**src/rtl/commit_pkg.sv**
```systemverilog
// Shared types for the retirement stage.
// Assumes: opcodes are 3 bits; code 7 is reserved and treated as no-op.
package commit_pkg;

    typedef enum logic [2:0] {
        OP_NOP = 3'd0,
        OP_ADD = 3'd1,
        OP_BAL = 3'd2,
        OP_BNZ = 3'd3,
        OP_LOD = 3'd4,
        OP_STO = 3'd5,
        OP_SWP = 3'd6,
        OP_RSV = 3'd7
    } op_e;

    typedef enum logic [1:0] {
        WSRC_RESULT = 2'd0,
        WSRC_LINK   = 2'd1,
        WSRC_MEM    = 2'd2
    } wsrc_e;

    typedef struct packed {
        logic  reg_we;
        wsrc_e wsrc;
        logic  link_dst;
        logic  mem_we;
        logic  addr_from_a;
        logic  branch;
    } action_t;

endpackage

```
**src/rtl/commit_decode.sv**
```systemverilog
// Turns an opcode into the set of side effects for one retiring bundle.
// Assumes: 'live' is already qualified by valid and colour match; when it is
// low every effect is suppressed.
module commit_decode
    import commit_pkg::*;
#(
    parameter int W = 16
) (
    input  logic [2:0]   op,
    input  logic         post,
    input  logic         live,
    input  logic [W-1:0] opa,
    output action_t      act
);

    // Select the side effects for the current opcode.
    always_comb begin
        act = '0;
        if (live) begin
            case (op_e'(op))
                OP_ADD: begin
                    act.reg_we = 1'b1;
                    act.wsrc   = WSRC_RESULT;
                end
                OP_BAL: begin
                    act.reg_we   = 1'b1;
                    act.wsrc     = WSRC_LINK;
                    act.link_dst = 1'b1;
                    act.branch   = 1'b1;
                end
                OP_BNZ: begin
                    act.branch = |opa;
                end
                OP_LOD: begin
                    act.reg_we      = 1'b1;
                    act.wsrc        = WSRC_MEM;
                    act.addr_from_a = post;
                end
                OP_STO: begin
                    act.mem_we      = 1'b1;
                    act.addr_from_a = post;
                end
                OP_SWP: begin
                    act.reg_we = 1'b1;
                    act.wsrc   = WSRC_MEM;
                    act.mem_we = 1'b1;
                end
                default: act = '0;
            endcase
        end
    end

endmodule

```
**src/rtl/commit_dmem.sv**
```systemverilog
// Data memory: reads combinationally, writes on the clock edge.
// Assumes: one access per cycle, so a read-then-write (swap) at one address is
// indivisible; reset clears every word.
module commit_dmem #(
    parameter  int W     = 16,
    parameter  int DEPTH = 16,
    localparam int AW    = $clog2(DEPTH)
) (
    input  logic          clk,
    input  logic          rst_n,
    input  logic          we,
    input  logic [AW-1:0] addr,
    input  logic [W-1:0]  wdata,
    output logic [W-1:0]  rdata
);

    logic [W-1:0] mem [DEPTH];

    // Read the addressed word in the same cycle.
    assign rdata = mem[addr];

    // Clear on reset, otherwise store on a write strobe.
    always_ff @(posedge clk) begin
        if (!rst_n) begin
            for (int i = 0; i < DEPTH; i++) mem[i] <= '0;
        end else if (we) begin
            mem[addr] <= wdata;
        end
    end


    write_visible_chk: assert property (@(posedge clk) disable iff (!rst_n)
        (we && !$isunknown(addr)) |=> (mem[$past(addr)] == $past(wdata)));

endmodule

```
**src/rtl/commit_colour.sv**
```systemverilog
// Holds the committed colour bit and flips it on every taken branch.
// Assumes: 'toggle' is asserted for exactly one cycle per taken branch.
module commit_colour (
    input  logic clk,
    input  logic rst_n,
    input  logic toggle,
    output logic colour_o
);

    // Flip the colour when a branch is taken.
    always_ff @(posedge clk) begin
        if (!rst_n)      colour_o <= 1'b0;
        else if (toggle) colour_o <= ~colour_o;
    end


    colour_flip_chk: assert property (@(posedge clk) disable iff (!rst_n)
        toggle |=> (colour_o != $past(colour_o)));


    colour_hold_chk: assert property (@(posedge clk) disable iff (!rst_n)
        !toggle |=> $stable(colour_o));

endmodule

```
**src/rtl/commit_stage.sv**
```systemverilog
// Retirement stage. It takes one bundle per cycle, drops bundles whose colour
// is stale, and reports register writes, memory writes and redirects on
// registered outputs one cycle later.
// Assumes: no back-pressure; inputs are stable around the rising edge.
module commit_stage
    import commit_pkg::*;
#(
    parameter  int W        = 16,
    parameter  int NREGS    = 16,
    parameter  int DEPTH    = 16,
    localparam int RW       = $clog2(NREGS),
    localparam int AW       = $clog2(DEPTH),
    localparam int LINK_REG = NREGS - 1
) (
    input  logic          clk,
    input  logic          rst_n,
    input  logic          in_valid,
    input  logic [2:0]    in_op,
    input  logic          in_post,
    input  logic [W-1:0]  in_pc_next,
    input  logic [W-1:0]  in_result,
    input  logic [W-1:0]  in_data,
    input  logic [W-1:0]  in_opa,
    input  logic [RW-1:0] in_dst,
    input  logic          in_colour,
    output logic          rf_we,
    output logic [RW-1:0] rf_waddr,
    output logic [W-1:0]  rf_wdata,
    output logic          dm_we,
    output logic [AW-1:0] dm_addr,
    output logic [W-1:0]  dm_wdata,
    output logic          br_valid,
    output logic [W-1:0]  br_target,
    output logic          colour
);

    logic          live;
    action_t       act;
    logic [AW-1:0] mem_addr;
    logic [W-1:0]  mem_rdata;
    logic [W-1:0]  reg_value;

    // Accept only bundles on the committed path.
    assign live = in_valid && (in_colour == colour);

    commit_decode #(.W(W)) u_decode (
        .op   (in_op),
        .post (in_post),
        .live (live),
        .opa  (in_opa),
        .act  (act)
    );

    commit_colour u_colour (
        .clk      (clk),
        .rst_n    (rst_n),
        .toggle   (act.branch),
        .colour_o (colour)
    );

    // Use operand A for post-indexing, otherwise the main result.
    assign mem_addr = act.addr_from_a ? in_opa[AW-1:0] : in_result[AW-1:0];

    commit_dmem #(.W(W), .DEPTH(DEPTH)) u_dmem (
        .clk   (clk),
        .rst_n (rst_n),
        .we    (act.mem_we),
        .addr  (mem_addr),
        .wdata (in_data),
        .rdata (mem_rdata)
    );

    // Pick the value that goes to the register file.
    always_comb begin
        case (act.wsrc)
            WSRC_LINK: reg_value = in_pc_next;
            WSRC_MEM:  reg_value = mem_rdata;
            default:   reg_value = in_result;
        endcase
    end

    // Register the retirement effects for the register file, memory and fetch.
    always_ff @(posedge clk) begin
        if (!rst_n) begin
            rf_we     <= 1'b0;
            rf_waddr  <= '0;
            rf_wdata  <= '0;
            dm_we     <= 1'b0;
            dm_addr   <= '0;
            dm_wdata  <= '0;
            br_valid  <= 1'b0;
            br_target <= '0;
        end else begin
            rf_we     <= act.reg_we;
            rf_waddr  <= act.link_dst ? RW'(LINK_REG) : in_dst;
            rf_wdata  <= reg_value;
            dm_we     <= act.mem_we;
            dm_addr   <= mem_addr;
            dm_wdata  <= in_data;
            br_valid  <= act.branch;
            br_target <= in_result;
        end
    end


    add_write_chk: assert property (@(posedge clk) disable iff (!rst_n)
        (in_valid && in_colour == colour && in_op == 3'd1)
        |=> (rf_we && rf_waddr == $past(in_dst) && rf_wdata == $past(in_result) && !dm_we && !br_valid));


    bal_dual_chk: assert property (@(posedge clk) disable iff (!rst_n)
        (in_valid && in_colour == colour && in_op == 3'd2)
        |=> (rf_we && rf_waddr == RW'(LINK_REG) && rf_wdata == $past(in_pc_next) && br_valid));


    bnz_not_taken_chk: assert property (@(posedge clk) disable iff (!rst_n)
        (in_valid && in_op == 3'd3 && in_opa == '0)
        |=> (!br_valid && !rf_we && !dm_we));


    sto_no_reg_chk: assert property (@(posedge clk) disable iff (!rst_n)
        (in_valid && in_colour == colour && in_op == 3'd5)
        |=> (dm_we && !rf_we && dm_wdata == $past(in_data)));


    stale_drop_chk: assert property (@(posedge clk) disable iff (!rst_n)
        (in_valid && in_colour != colour) |=> (!rf_we && !dm_we && !br_valid));


    idle_quiet_chk: assert property (@(posedge clk) disable iff (!rst_n)
        !in_valid |=> (!rf_we && !dm_we && !br_valid));


    reset_clear_chk: assert property (@(posedge clk)
        !rst_n |=> (!rf_we && !dm_we && !br_valid && !colour));

endmodule

```
**config.mk**
```make
export PLATFORM = sky130hd
export DESIGN_NAME = commit_stage
export DESIGN_NICKNAME = d
export VERILOG_FILES = /design/src/rtl/commit_pkg.sv /design/src/rtl/commit_decode.sv /design/src/rtl/commit_dmem.sv /design/src/rtl/commit_colour.sv /design/src/rtl/commit_stage.sv
export SDC_FILE = /design/constraint.sdc
export NUM_CORES = 1
export LEC_CHECK = 0
export ABC_CLOCK_PERIOD_IN_PS = 3400
export BUFFER_PORTS_ARGS = -buffer_cell sky130_fd_sc_hd__buf_2
export CAP_MARGIN = 10
export CORE_MARGIN = 1
export CORE_UTILIZATION = 60
export CTS_BUF_LIST = sky130_fd_sc_hd__clkbuf_8
export CTS_CLUSTER_DIAMETER = 80
export DETAILED_ROUTE_END_ITERATION = 6
export GPL_ROUTABILITY_DRIVEN = 0
export PLACE_DENSITY = 0.89
export SYNTH_ARGS = -nofsm -noshare
export SYNTH_HDL_FRONTEND = slang
export SYNTH_SLANG_ARGS = --single-unit
export TNS_END_PERCENT = 30
```
**constraint.sdc**
```tcl
create_clock -name clk -period 3.4 [get_ports clk]
set_clock_uncertainty 0.15 [all_clocks]
set_input_delay 0.34 -clock clk [delete_from_list [all_inputs] [get_ports clk]]
set_output_delay 0.34 -clock clk [all_outputs]
set_load 0.02 [all_outputs]
```
==> results.json <==
{
  "status": "completed",
  "ir_drop_uv": 410,
  "fp-row-count": 55,
  "nFillCells": 1393,
  "fp.dieH_um": 154,
  "synth_edf_count": 256,
  "worstSetupEndpointType": "flop",
  "yosysSeqAreaShare_pct": 64.0,
  "ant_nets": 0,
  "clk_root_buffer_cell": "clkbuf_8",
  "final_cells": 1675,
  "ios": 136,
  "final_layout_size_suffix_gt1_share_pct": 19.3,
  "clk_latency_ns": 0.58,
  "worstPathArrival_ns": 3.37,
  "place_hpwl_mm": 24.1,
  "grt_util_all_layers_pct": 33.6,
  "clock_sinks": 316,
  "yosys_register_bits": 316,
  "n_antenna_cell": 0,
  "clkPwrFrac_pct": 37.4,
  "setup-tns-final_ns": 0,
  "cts_tree": "done",
  "synth_flop_cell": "edfxtp_1",
  "cp_data_required_time_ns": 3.68,
  "p_seq_share_pct": 53.3,
  "rsz0062_at_grt": "false",
  "synth_cell_types": 45,
  "cts.clk_slew.worst_paths_ns": 0.06,
  "critPathKind": "reg2reg",
  "finalHoldViolCount": 0,
  "period_share_pct": 90.9,
  "portBuffers": 135,
  "grt_overflow": 0,
  "synth_cells": 1166,
  "synth_area_leaders": "edfxtp_1, and2_1, dfxtp_1",
  "synth.largest_area_cell": "edfxtp_1",
  "slew-limit-headroom_pct": 13.8,
  "power_leakage_nw": 6.76,
  "p_comb_share_pct": 9.4,
  "crit_fanout": 16,
  "hp-class": "in2reg",
  "final_common_cell": "edfxtp_1",
  "sw_frac_of_total_pct": 24.5,
  "clockBufferDepth": 3,
  "power_switching_mw": 2.00,
  "cts_buffers": 49,
  "netlist.area_leader.share_pct": 55.3,
  "drt_iter0_drc": 1528,
  "stdcell_area_um2": 16300,
  "die_w_um": 154,
  "finalMaxSlewViolations": 0,
  "synth_area_um2": 13900,
  "most-common-layout-cells": "edfxtp_1, and2_1, buf_2, a21oi_1",
  "antenna_found_initial": 0,
  "whs_ns": 0.0187,
  "first_pass_iters": 6,
  "grt_pass1_vias": 10553,
  "internal-power_mw": 6.18,
  "worst_pin_slew_ns": 1.29,
  "fmax_ghz": 0.324,
  "max_cap_violations": 0,
  "grt_max_degree": 67,
  "async_flop_share_pct": 0,
  "die-area_um2": 23800,
  "grt_pass1_wl_mm": 59.9,
  "htreeDepth": 2,
  "ys_warn_count": 0,
  "setup_viol": 0,
  "initial_core_util_pct": 61.3,
  "wl_per_cell_um": 23.8,
  "drc": 0,
  "fin_ws_ns": 0.310,
  "core-area_um2": 22600,
  "vias": 10882,
  "dpl_cell_area_um2": 15000,
  "powerDensity_nw_per_um2": 501,
  "dp.cells": 1539,
  "period_needed_ns": 3.09,
  "pre_cts_ws_ns": 0.366,
  "start_kind": "flop",
  "finalNetCount": 1427,
  "synthToLayoutAreaGrowth_pct": 17.6,
  "wirelength_mm": 39.9,
  "avgSynthCellArea_um2": 11.9,
  "synth_fp_nets": 1244,
  "vias_per_cell": 6.50
}
power by group through the flow:
stage	clock network (mW)	logic [mW]	registers, mW
after global routing	3.24	0.801	4.36
after detailed placement	0	0.702	4.43
final	3.06	0.766	4.36
after CTS	3.07	0.746	4.35
after global placement	0	0.682	4.43
after floorplan	0	0.343	4.48
critical path: stages (launching register included):
cell     delay, ns
dfxtp_1       0.45
xnor2_1       0.20
and2_1        0.20
and4_1        0.40
nand2_1       0.25
nor2_1        1.02
and2_1        0.27
routing by layer:
layer	part of all wire [%]	global-route usage [%]	vias up
met3	12	6.20	175
met4	4.8	15.4	0
met5	0	0	-
li1	-	-	4678
met2	48	55.4	935
met1	35	43.4	5094
synth_stat cells (2+ instances only):
master	n
a21oi_1	132
a22o_1	15
and2_0	2
and2_1	228
and3_1	64
buf_1	2
buf_2	27
buf_4	5
clkbuf_1	70
dfxtp_1	60
edfxtp_1	256
ha_1	2
inv_1	4
nand2_1	57
nand2b_1	2
nand4_1	2
nand4b_1	4
nand4b_2	2
nor2_1	27
nor2b_1	3
nor4_1	2
o21a_1	32
o21ai_0	30
o21ai_2	5
o22ai_1	64
o41ai_1	48
xor2_1	3
cell type report:
type                            count  area (µm²)  share of cell area [%]
Clock inverter                     38         200                    1.23
Clock buffer                       54         743                    4.55
Inverter                            4        15.0                  0.0919
Timing Repair Buffer              238        1600                    9.77
Multi-Input combinational cell    740        4540                    27.8
Sequential cell                   316        8890                    54.4
Tap cell                          285         357                    2.18
path summary, 6_finish.rpt:
kind / start / to / slack (ns) / depth (start not counted)
hold reg to reg: u_colour.colour_o / u_colour.colour_o / 0.49 / 2
setup / recovery: u_colour.colour_o / u_dmem.mem[8][0] / 0.31 / 6
hold / removal: in_op[1] / br_valid / 0.02 / 3
setup reg to reg: u_colour.colour_o / u_dmem.mem[8][0] / 0.31 / 6
registers in the layout (all words and copies together), names as in the netlist:
signal / cells
u_dmem.mem: 256
br_target: 16
dm_wdata: 16
rf_wdata: 16
dm_addr: 4
rf_waddr: 4
br_valid: 1
dm_we: 1
rf_we: 1
u_colour.colour_o: 1
timing repair:
action | in CTS | in global routing
resized for setup | 0 | 0
buffers inserted | 0 | 0
hold buffers | 44 | 0
hold endpoints to repair | 40 | 0
cells by family (layout without fill, tap and decap cells):
logic type	count (synthesis)	in the layout	share of synthesized area [%]
DFF	316	316	64.0
and+or+nand+nor	404	404	17.0
xor gates and xnor gates	5	5	0.369
AOI/OAI and AO/OA	329	329	15.0
adders and majority gates	2	2	0.180
buffers and inverters	110	334	3.41
stage by stage:
stage          total power, mW  util [%]
6_report                  8.18      72.2
5_1_grt                   8.40      72.2
4_1_cts                   8.17      72.2
3_5_place_dp              5.14      66.0
3_3_place_gp              5.11      66.0
2_1_floorplan             4.82         -
Note: power is estimated with default switching activity, not from simulation.
